**src/rtl/sem_pkg.sv**
```systemverilog
package sem_pkg;

  localparam int SEM_FLAGS = 8;
  localparam int SEM_IDX_W = $clog2(SEM_FLAGS);

  typedef enum logic [1:0] {
    HOLD_NONE = 2'd0,
    HOLD_L    = 2'd1,
    HOLD_R    = 2'd2
  } holder_e;

  typedef struct packed {
    logic                 wrL;
    logic                 wrR;
    logic                 claimL;
    logic                 claimR;
    logic [SEM_IDX_W-1:0] idxL;
    logic [SEM_IDX_W-1:0] idxR;
    logic                 capL;
    logic                 capR;
    logic                 showL;
    logic                 showR;
  } strobe_t;

  // Next owner of one token. The current holder keeps it while its own
  // request stays set. A free token goes to the left side first.
  function automatic holder_e nextHolder(holder_e cur, logic wantL, logic wantR);
    holder_e res;
    res = cur;
    unique case (cur)
      HOLD_L: if (!wantL) res = wantR ? HOLD_R : HOLD_NONE;
      HOLD_R: if (!wantR) res = wantL ? HOLD_L : HOLD_NONE;
      default: begin
        if (wantL)      res = HOLD_L;
        else if (wantR) res = HOLD_R;
        else            res = HOLD_NONE;
      end
    endcase
    return res;
  endfunction

endpackage

```
**src/rtl/sem_ctrl.sv**
```systemverilog
module sem_ctrl
  import sem_pkg::*;
#(
  parameter int ADDR_W = 14,
  parameter int DATA_W = 16
) (
  input  logic              clk,
  input  logic              rst,
  input  logic              semSelL,
  input  logic              wrEnL,
  input  logic              rdEnL,
  input  logic [ADDR_W-1:0] addrL,
  input  logic [DATA_W-1:0] wrDataL,
  input  logic              semSelR,
  input  logic              wrEnR,
  input  logic              rdEnR,
  input  logic [ADDR_W-1:0] addrR,
  input  logic [DATA_W-1:0] wrDataR,
  output strobe_t           stb
);

  logic readL, readR;
  logic readQL, readQR;

  assign readL = semSelL & rdEnL;
  assign readR = semSelR & rdEnR;

  always_ff @(posedge clk) begin
    if (rst) begin
      readQL <= 1'b0;
      readQR <= 1'b0;
    end else begin
      readQL <= readL;
      readQR <= readR;
    end
  end

  always_comb begin
    stb        = '0;
    stb.wrL    = semSelL & wrEnL;
    stb.wrR    = semSelR & wrEnR;
    stb.claimL = ~wrDataL[0];
    stb.claimR = ~wrDataR[0];
    stb.idxL   = addrL[SEM_IDX_W-1:0];
    stb.idxR   = addrR[SEM_IDX_W-1:0];
    stb.capL   = readL & ~readQL;
    stb.capR   = readR & ~readQR;
    stb.showL  = readQL;
    stb.showR  = readQR;
  end

endmodule

```
**src/rtl/sem_flags.sv**
```systemverilog
module sem_flags
  import sem_pkg::*;
#(
  parameter int DATA_W = 16
) (
  input  logic                 clk,
  input  logic                 rst,
  input  strobe_t              stb,
  output logic [DATA_W-1:0]    rdDataL,
  output logic [DATA_W-1:0]    rdDataR,
  output logic [SEM_FLAGS-1:0] heldL,
  output logic [SEM_FLAGS-1:0] heldR
);

  logic [SEM_FLAGS-1:0] reqQL, reqQR;
  logic [DATA_W-1:0]    capRegL, capRegR;

  for (genvar f = 0; f < SEM_FLAGS; f++) begin : g_flag
    logic    reqNextL, reqNextR;
    holder_e holderQ;

    assign reqNextL = (stb.wrL && stb.idxL == SEM_IDX_W'(f)) ? stb.claimL : reqQL[f];
    assign reqNextR = (stb.wrR && stb.idxR == SEM_IDX_W'(f)) ? stb.claimR : reqQR[f];

    always_ff @(posedge clk) begin
      if (rst) begin
        reqQL[f] <= 1'b0;
        reqQR[f] <= 1'b0;
        holderQ  <= HOLD_NONE;
      end else begin
        reqQL[f] <= reqNextL;
        reqQR[f] <= reqNextR;
        holderQ  <= nextHolder(holderQ, reqNextL, reqNextR);
      end
    end

    assign heldL[f] = (holderQ == HOLD_L);
    assign heldR[f] = (holderQ == HOLD_R);
  end

  always_ff @(posedge clk) begin
    if (rst) begin
      capRegL <= '0;
      capRegR <= '0;
    end else begin
      if (stb.capL) capRegL <= {DATA_W{~heldL[stb.idxL]}};
      if (stb.capR) capRegR <= {DATA_W{~heldR[stb.idxR]}};
    end
  end

  assign rdDataL = stb.showL ? capRegL : '0;
  assign rdDataR = stb.showR ? capRegR : '0;

endmodule

```
**src/rtl/sem_token_unit.sv**
```systemverilog
module sem_token_unit
  import sem_pkg::*;
#(
  parameter int ADDR_W = 14,
  parameter int DATA_W = 16
) (
  input  logic              clk,
  input  logic              rst,
  input  logic              semSelL,
  input  logic              wrEnL,
  input  logic              rdEnL,
  input  logic [ADDR_W-1:0] addrL,
  input  logic [DATA_W-1:0] wrDataL,
  output logic [DATA_W-1:0] rdDataL,
  input  logic              semSelR,
  input  logic              wrEnR,
  input  logic              rdEnR,
  input  logic [ADDR_W-1:0] addrR,
  input  logic [DATA_W-1:0] wrDataR,
  output logic [DATA_W-1:0] rdDataR
);

  strobe_t              stb;
  logic [SEM_FLAGS-1:0] heldL, heldR;

  sem_ctrl #(.ADDR_W(ADDR_W), .DATA_W(DATA_W)) u_ctrl (
    .clk(clk), .rst(rst),
    .semSelL(semSelL), .wrEnL(wrEnL), .rdEnL(rdEnL), .addrL(addrL), .wrDataL(wrDataL),
    .semSelR(semSelR), .wrEnR(wrEnR), .rdEnR(rdEnR), .addrR(addrR), .wrDataR(wrDataR),
    .stb(stb)
  );

  sem_flags #(.DATA_W(DATA_W)) u_flags (
    .clk(clk), .rst(rst), .stb(stb),
    .rdDataL(rdDataL), .rdDataR(rdDataR),
    .heldL(heldL), .heldR(heldR)
  );

endmodule

```
**config.mk**
```make
export PLATFORM = sky130hd
export DESIGN_NAME = sem_token_unit
export DESIGN_NICKNAME = d
export VERILOG_FILES = /design/src/rtl/sem_pkg.sv /design/src/rtl/sem_ctrl.sv /design/src/rtl/sem_flags.sv /design/src/rtl/sem_token_unit.sv
export SDC_FILE = /design/constraint.sdc
export NUM_CORES = 1
export LEC_CHECK = 0
export CORE_MARGIN = 3
export CORE_UTILIZATION = 39
export CTS_BUF_LIST = sky130_fd_sc_hd__clkbuf_16
export DETAILED_ROUTE_END_ITERATION = 12
export PLACE_DENSITY = 0.8
export SLEW_MARGIN = 10
export SYNTH_ARGS = -nofsm -noshare
export SYNTH_HDL_FRONTEND = slang
export SYNTH_SLANG_ARGS = --single-unit
```
**constraint.sdc**
```tcl
create_clock -name clk -period 2 [get_ports clk]
set_input_delay 0.3 -clock clk [delete_from_list [all_inputs] [get_ports clk]]
set_output_delay 0.3 -clock clk [all_outputs]
set_load 0.005 [all_outputs]
```
Yosys cells after proc, flatten, opt, wreduce, memory -nomap -nowiden --
Index checks and enable logic that the tools add are counted.
Cells by class: magnitude comparators 2, equality and inequality tests 46, muxes and demuxes 70, bitwise gates (word level) 12, reductions and logical operators 26
Operator list (number):
- 2-bit two-way mux | 32
- 16-bit two-way mux | 2
- 2-bit != test (second input constant) | 16
- 2-bit case mux with 2 select lines | 8
- 1-bit two-way mux | 26
- 3-bit == test (second input constant) | 8
- 2-bit by 1-bit == test with 1-bit output (second input constant) | 8
- 2-bit == test (second input constant) | 8
- 1-bit logical AND | 16
- 2-bit AND reduction | 8
- 3-bit by 2-bit == test with 1-bit output (second input constant) | 4
- 3-bit by 4-bit < comparator with 1-bit output (second input constant) | 2
- 1-bit AND | 6
- 1-bit binary-select mux with 3-bit select | 2
- 3-bit by 1-bit == test with 1-bit output (second input constant) | 2
- 3-bit logical NOT | 2
- 1-bit NOT | 6
Word-level totals: register bits after elaboration 36, bits of input ports 68, output and inout port bits 32, word-level logic and storage cells 184

Longest topological paths before layout --
Gate-level depths: netlist of the first run.
depth in word-level cells 6, gate-level depth with buffers 6, depth with buffers taken out 6

By module --
Synthesis of the first run repeated with hierarchy kept, for this count alone.
Unflattened totals: cell total of the unflattened synthesis 297, area total of the unflattened synthesis 2701.3 um^2
By module, submodules not included:
- sem_flags | times used 1, cells each 279, area each 2546.2 um^2, sequential area each 680.7 um^2
- sem_ctrl | times used 1, cells each 18, area each 155.1 um^2, sequential area each 40.0 um^2

Least setup slack after synthesis of the first run --
OpenSTA, ideal clock, no wires.
path kind input-to-reg, start point in addrL[0], end point reg u_flags.g_flag[5].holderQ[0], setup time 0.121 ns, arrival 1.655 ns, data required time 1.879 ns, path slack 0.224 ns, stages on the path 6, path buffers 1, cell sequence buf_2 > nor2b_1 > nand2_1 > a21oi_1 > a2bb2oi_1 > mux2_2
Between the ends: word-level cells in the longest chain between the ends 6, elaborated cells on any way between the ends 9, classes of those cells eq/ne: 2; mux: 5; reduce/logical: 2
RTL lines:
- start: declaration | RTL line sem_token_unit.sv:12 | input logic [ADDR_W-1:0] addrL,
- 3-bit == test (*) | RTL line sem_flags.sv:22 | assign reqNextL = (stb.wrL && stb.idxL == SEM_IDX_W'(f)) ? stb.claimL : reqQL[f];
- 1-bit logical AND (*) | RTL line sem_flags.sv:22
- 1-bit two-way mux (*) | RTL line sem_flags.sv:22
- 1-bit two-way mux | RTL line sem_pkg.sv:32 | HOLD_R: if (!wantR) res = wantL ? HOLD_L : HOLD_NONE;
- 2-bit two-way mux | RTL line sem_pkg.sv:32
- 2-bit case mux with 2 select lines | RTL line sem_pkg.sv:30 | unique case (cur)
- end signal: assignment | RTL line sem_flags.sv:33 | holderQ <= nextHolder(holderQ, reqNextL, reqNextR);
- end: declaration | RTL line sem_flags.sv:20 | holder_e holderQ;
Mark *: on every way between the ends. The rest lies on a longest branch, timed or not. The select of a mux whose other input is x is not followed. A chain may end at the register's enable or synchronous reset.

Final worst setup path of the first run --
start point in semSelR, end point reg u_flags.g_flag[1].holderQ[1]
Between the ends: word-level cells in the longest chain between the ends 6, elaborated cells on any way between the ends 9, classes of those cells eq/ne: 1; mux: 5; bitwise: 1; reduce/logical: 2
RTL lines:
- start: declaration | RTL line sem_token_unit.sv:15 | input logic semSelR,
- 1-bit AND (*) | RTL line sem_ctrl.sv:41 | stb.wrR = semSelR & wrEnR;
- 1-bit logical AND (*) | RTL line sem_flags.sv:23 | assign reqNextR = (stb.wrR && stb.idxR == SEM_IDX_W'(f)) ? stb.claimR : reqQR[f];
- 1-bit two-way mux (*) | RTL line sem_flags.sv:23
- 2-bit two-way mux | RTL line sem_pkg.sv:31, sem_pkg.sv:35
- 2-bit two-way mux (on tied branches) | RTL line sem_pkg.sv:34, sem_pkg.sv:31
- 2-bit case mux with 2 select lines | RTL line sem_pkg.sv:30
- end signal: assignment | RTL line sem_flags.sv:33
- end: declaration | RTL line sem_flags.sv:20
Marked as above.

==> results.ini, run 1 <==
[finish]
num_antenna_cells=0
nets=424
drive_gt1_frac=0.205
syn2layout_area_growth_pct=32.7

[synth]
syn_inst=287
yosys.area.top_type=dfxtp_1
syn_area_um2=2390
syn_area_per_cell_um2=8.31
synthFlopType=dfxtp_1
synth_nets=371
netlist_top_cells_area=dfxtp_1 (30%), buf_4 (9.4%), ha_1 (8.4%)
ys_types=44
synth-seq-area-share=0.302
yosysTopAreaCellShare=0.302
yosysWarnings=0
synth-seq-cells=36
async_reset_ff_frac=0
synth_edf_count=0

[timing]
finalCriticalPeriod_ns=1.93
finalMaxSlewViolations=0
worst_slew_pin_slew_ns=0.339
fin_crit_sh=0.965
fmax_mhz=518
clock_skew_ns=0.00563
layout_setup_ws_ns=0.0695
setup_viol=0
finalHoldViolCount=0
relSlewSlack=0.774

[global_route]
grt_pass1_wl_um=9190
grt_usage=0.160
antenna_found_initial=0
gr-total-overflow=0
grt_pass1_vias=2031
grt_max_degree=22

[min_path]
hold_class=flip-flop to flip-flop

[power_and_ir_drop]
power_density_nw_per_um2=575
pwr-share-comb=0.115
p_seq_frac=0.405
swShare=0.219
ir_drop_mv=0.294
p_leak_nw=1.28
netSwitchingPower_mw=0.398
p_int_mw=1.42
p_total_mw=1.82
pwr-share-clk=0.480

[routing]
num_vias=2143
post_drt_wl_per_cell_um=13.4
dr.pass1.iters=4
wl_um=5520
dr.first_iter.drc_count=121
avgViaCountPerCell=5.19
detail-route-antenna-nets=0
drc=0

[floorplan]
rows=27
die_y_um=84.2
dieWidth_um=84.2
die_area_um2=7090
core-area_um2=5710
ioPinCount=100
start_util=0.418

[clocking]
root_buffer=clkbuf_16
htree_num_levels=2
cts_hold_buf=0
clockBufferDepth=2
clock_sinks=36
clk_pin_slew_worst_paths_ns=0.06
clk_latency_ns=0.28
numCtsBuffers=5
cts_tree=yes

[critical_path]
timing.rr.start=u_flags.g_flag[6].holderQ[1]$_SDFFE_PP0P_
ff2ff_setup_slack_ns=0.36
end_kind=flip-flop
critPathRequiredTime_ns=2.18
startpoint=semSelR
critical_path.endpoint=u_flags.g_flag[1].holderQ[1]$_SDFFE_PP0P_
crit_type=input pin to flip-flop
rr_worst_depth=6
worst_ep_arrival_time_ns=2.11
worstSetupStartpointType=input pin
worst-path-max-fanout=7
reg2reg_to=u_flags.capRegL[0]$_SDFFE_PP0P_

[outcome]
status=finished, final reports clean

[placed_design]
pre_cts_ws_ns=-0.301
place.gp.congestion=0.805
hpwlAfterDp_um=4250
portBuffers=47

[run]
cap_viol_max_count=0

-- routing by layer --
layer  track usage  vias to the layer above  wire, um
met5             0                        -         0
met4        0.0599                        0        83
met3        0.0402                        9       354
met2         0.275                       68      2770
met1         0.192                      999      2310
li1              -                     1067         -
-- layout by cell type (no fill, tap or decap), drive strengths merged, types with 2 or more instances in the layout --
master         synthesis  routed
nand2                 27      27
nor2                  39      39
and3                   3       3
clkinv                 1       2
clkdlybuf4s50          0      43
nor2b                  4       4
buf                   32      36
nor3                   8       8
nand3                 11      11
ha                    16      16
clkbuf                 5       5
a32o                   2       2
nand2b                 3       3
and2                   3       3
or3                    6       6
dlymetal6s2s           0       3
inv                   23      24
o2111ai                5       5
mux2                   8       8
mux4                   4       4
a21oi                  9       9
a2bb2oi                5       5
o21ai                  7       7
a22o                   2       2
a22oi                  2       2
or4                    2       2
dfxtp                 36      36
mux2i                 11      11
-- layout make-up --
type / count / area [um^2]
Clock inverter: 3 / 38.8
Timing Repair Buffer: 83 / 747
Sequential cell: 36 / 721
Clock buffer: 5 / 125
Fill cell: 502 / 2540
Multi-Input combinational cell: 190 / 1350
Inverter: 24 / 90.1
Tap cell: 72 / 90.1
-- registers in the layout, indices dropped and copies added (netlist names) --
signal                  cells
u_ctrl.readQL               1
u_ctrl.readQR               1
u_flags.capRegL             1
u_flags.capRegR             1
u_flags.g_flag.holderQ     16
u_flags.reqQL               8
u_flags.reqQR               8
-- how the worst min path moves through the flow --
| stage | start | to | cells after the start |
|---|---|---|---|
| finish | u_flags.g_flag[5].holderQ[1]$_SDFFE_PP0P_ | u_flags.g_flag[5].holderQ[1]$_SDFFE_PP0P_ | 2 |
| global route | u_flags.g_flag[4].holderQ[1]$_SDFFE_PP0P_ | u_flags.g_flag[4].holderQ[1]$_SDFFE_PP0P_ | 2 |
| CTS | u_flags.g_flag[4].holderQ[1]$_SDFFE_PP0P_ | u_flags.g_flag[4].holderQ[1]$_SDFFE_PP0P_ | 2 |
| detailed placement | u_flags.g_flag[2].holderQ[1]$_SDFFE_PP0P_ | u_flags.g_flag[2].holderQ[1]$_SDFFE_PP0P_ | 2 |
| global placement | u_flags.g_flag[4].holderQ[1]$_SDFFE_PP0P_ | u_flags.g_flag[4].holderQ[1]$_SDFFE_PP0P_ | 2 |
| floorplan | semSelL | u_ctrl.readQL$_SDFF_PP0_ | 2 |
-- synth_stat cells, types with 2 or more instances --
cell type  number
inv_1          23
a22o_1          2
ha_1           16
nor3_1          8
o2111ai_1       5
nor2b_1         4
dfxtp_1        36
nand2_1        27
mux2i_1        11
nor2_1         39
a22oi_1         2
a32o_1          2
o21ai_0         7
a2bb2oi_1       4
or4_1           2
mux2_2          8
mux4_2          4
and2_1          3
and3_1          2
a21oi_1         9
nand2b_1        2
buf_4          30
nand3_1        11
clkbuf_1        5
or3_1           6
-- metrics by stage --
stage / instances / hold WS (ns) / utilization / TNS [ns] / cell area [um^2]
2_1_floorplan: 287 / 0.438 / - / 0 / 2390
3_3_place_gp: 404 / 0.467 / 0.517 / -2.00 / 2950
3_5_place_dp: 404 / 0.474 / 0.517 / -2.52 / 2950
4_1_cts: 412 / 0.481 / 0.546 / 0 / 3120
5_1_grt: 413 / 0.501 / 0.554 / -0.0329 / 3170
6_report: 413 / 0.478 / 0.554 / 0 / 3170
-- power groups by stage --
stage | sequential (mW) | clock (mW) | combinational (mW)
2_1_floorplan | 0.751 | 0 | 0.107
3_3_place_gp | 0.752 | 0 | 0.198
3_5_place_dp | 0.753 | 0 | 0.203
4_1_cts | 0.738 | 0.884 | 0.205
5_1_grt | 0.739 | 0.923 | 0.229
6_report | 0.738 | 0.874 | 0.209
-- worst max-delay path: stages --
cell and delay (ns):
clkdlybuf4s50_1 0.50, buf_4 0.12, nand3b_1 0.18, nor2_1 0.22
mux2i_2 0.31, buf_4 0.17, a2111oi_2 0.04, mux2_2 0.26
-- logic make-up (layout without fill, tap and decap cells) --
family / count (synthesis) / count (layout) / synth area share
flops: 36 / 36 / 0.302
buf+inv: 61 / 115 / 0.147
mux: 23 / 23 / 0.122
fa+ha+maj: 16 / 16 / 0.0839
compound gates: 41 / 41 / 0.125
simple gates: 110 / 110 / 0.221
-- what timing repair did --
action	CTS	global route
buffers inserted	0	1
endpoints found under the setup margin	2	26
pin swaps	0	1
gates resized for setup	2	14
cloned	0	0
No activity file was read; power rests on OpenSTA's default activity.
==> run 2, diff against run 1 <==
- CORE_MARGIN: 3 -> not set
==> run 2 against run 1 <==
Die area decreased by 9.3%. Flip-flop and latch count unchanged. Register-to-register slack improved by 0.04 ns. Sequential share of layout area increased by 0.37 points. Core utilization decreased by 2.8 points. Non-clock buffer count decreased by 3. Critical path depth decreased by 2. Power decreased by 7.8%. Clock-buffer cell count unchanged. Final cell count decreased by 0.24%. Largest power group is now registers.
==> results.ini, run 2 (synthesis results as in run 1) <==
[critical_path]
worst-path-max-fanout=4
crit_buf_inv=1
cpMostUsedCell=mux2_2
crit_chain=clkdlybuf4s50_1, nand3_2, or3_4, mux2_2, a2bb2oi_2, mux2_2
crit_slowest_cell=clkdlybuf4s50_1
critPathRequiredTime_ns=2.17
cpPeakStageDelay_ns=0.54
worstSetupStartpointType=input pin
crit_type=input pin to flip-flop
worst_ep_arrival_time_ns=2.14
end_kind=flip-flop
critPathTopFamily=multiplexers

[floorplan]
core-area_um2=5920
die_y_um=80.2
rows=28
start_util=0.403
dieWidth_um=80.2
ioPinCount=100
die_area_um2=6430

[power_and_ir_drop]
p_total_mw=1.68
ir_drop_mv=0.432
p_leak_nw=1.24
power_density_nw_per_um2=539

[outcome]
status=finished, final reports clean

[placed_design]
dp_cells=404
place.gp.congestion=0.879
hpwlAfterDp_um=4140
portBuffers=47

[global_route]
grt_pass1_vias=1976
gr-total-overflow=0
grt.met2_usage=0.326
grt_usage=0.181
met3_usage=0.0375
antenna_found_initial=0
grt_max_degree=22
met1_usage=0.208
grt_pass1_wl_um=8840
grt.busiest_layer=met2

[finish]
num_antenna_cells=0
final_util=0.526
largest_reg_flops=16
stdcell_count=412
regMostFlops=u_flags.g_flag.holderQ
drive_gt1_frac=0.196
most-common-layout-cells=clkdlybuf4s50_1 (44), nor2_1 (38), dfxtp_1 (36)
top_regs=u_flags.g_flag.holderQ: 16 flops, u_flags.reqQL: 8 flops, u_flags.reqQR: 8 flops
nets=421
final_common_cell=clkdlybuf4s50_1
syn2layout_area_growth_pct=30.6

[timing]
finalSetupTns_ns=0
finalCriticalPeriod_ns=1.98
relSlewSlack=0.747
clock_skew_ns=0.00328
setup_viol=0
finalHoldViolCount=0
fmax_mhz=506
worst_slew_pin_slew_ns=0.378
finalMaxSlewViolations=0
fin_crit_sh=0.988
hold_slack_ns=0.482

[clocking]
htree_num_levels=2
clockBufferDepth=2
clk_pin_slew_worst_paths_ns=0.05
clock_sinks=36
cts_hold_buf=0
numCtsBuffers=5
root_buffer=clkbuf_16
cts_tree=yes
clk_latency_ns=0.28

[routing]
num_vias=2146
dr.pass1.iters=5
dr.first_iter.drc_count=123
wl_um=5500
post_drt_wl_per_cell_um=13.4
detail-route-antenna-nets=0
avgViaCountPerCell=5.21
drc=0

[min_path]
hold_class=flip-flop to flip-flop

[run]
cap_viol_max_count=0

-- run 2: changes by cell type in the layout (fill, tap and decap cells not counted), moves of 2 or more --
cell	change
o21ai_0	-2
o21ai_1	+2
clkinv_1	+2
buf_4	-3
-- run 2: power by group --
part	switching (mW)	leakage (nW)	internal, mW	total (mW)
combinational	0.101	0.880	0.109	0.210
clock	0.286	0.0648	0.445	0.731
sequential	0.00678	0.291	0.731	0.738
total	0.393	1.24	1.29	1.68
-- run 2: final timing paths --
kind / start / to / slack (ns) / cells after the start
setup / recovery: wrEnR / u_flags.g_flag[2].holderQ[0]$_SDFFE_PP0P_ / 0.02 / 6
hold / removal: u_flags.g_flag[7].holderQ[1]$_SDFFE_PP0P_ / u_flags.g_flag[7].holderQ[1]$_SDFFE_PP0P_ / 0.48 / 2
setup reg to reg: u_flags.g_flag[0].holderQ[1]$_SDFFE_PP0P_ / u_flags.capRegL[0]$_SDFFE_PP0P_ / 0.40 / 6
hold reg to reg: u_flags.g_flag[7].holderQ[1]$_SDFFE_PP0P_ / u_flags.g_flag[7].holderQ[1]$_SDFFE_PP0P_ / 0.48 / 2
-- run 2: metal layers --
| layer | up-vias | routed length [um] |
|---|---|---|
| met5 | - | 0 |
| met4 | 0 | 134 |
| met3 | 9 | 306 |
| met2 | 70 | 2750 |
| met1 | 1008 | 2310 |
| li1 | 1059 | - |
-- run 2: per-stage QoR --
| step | setup slack, ns | instance area [um^2] |
|---|---|---|
| after global placement | -0.282 | 2930 |
| after CTS | 0.00399 | 3070 |
| after detailed placement | -0.307 | 2930 |
| after global routing | -0.0231 | 3120 |
| final | 0.0238 | 3120 |
| after floorplan | 0.224 | 2390 |
-- run 2: layout make-up --
type | instances | area, um^2
multi-input combinational | 190 | 1360
fill | 518 | 2810
clock buffer | 5 | 125
sequential | 36 | 721
inverter | 24 | 90.1
timing repair buffer | 80 | 722
tap | 75 | 93.8
clock inverter | 2 | 7.51
-- run 2: worst reg2reg max path, stage by stage, from the launching register on --
cell and delay (ns):
dfxtp_1 0.38, inv_1 0.06, ha_1 0.24, mux4_2 0.51, mux2i_1 0.17, mux2i_1 0.10, nor2_1 0.08
-- run 2: what timing repair did --
item / in CTS / in global routing
gates resized for setup: 2 / 16
setup endpoints to repair: 1 / 28
setup buffers: 1 / 0
pin swaps: 1 / 1
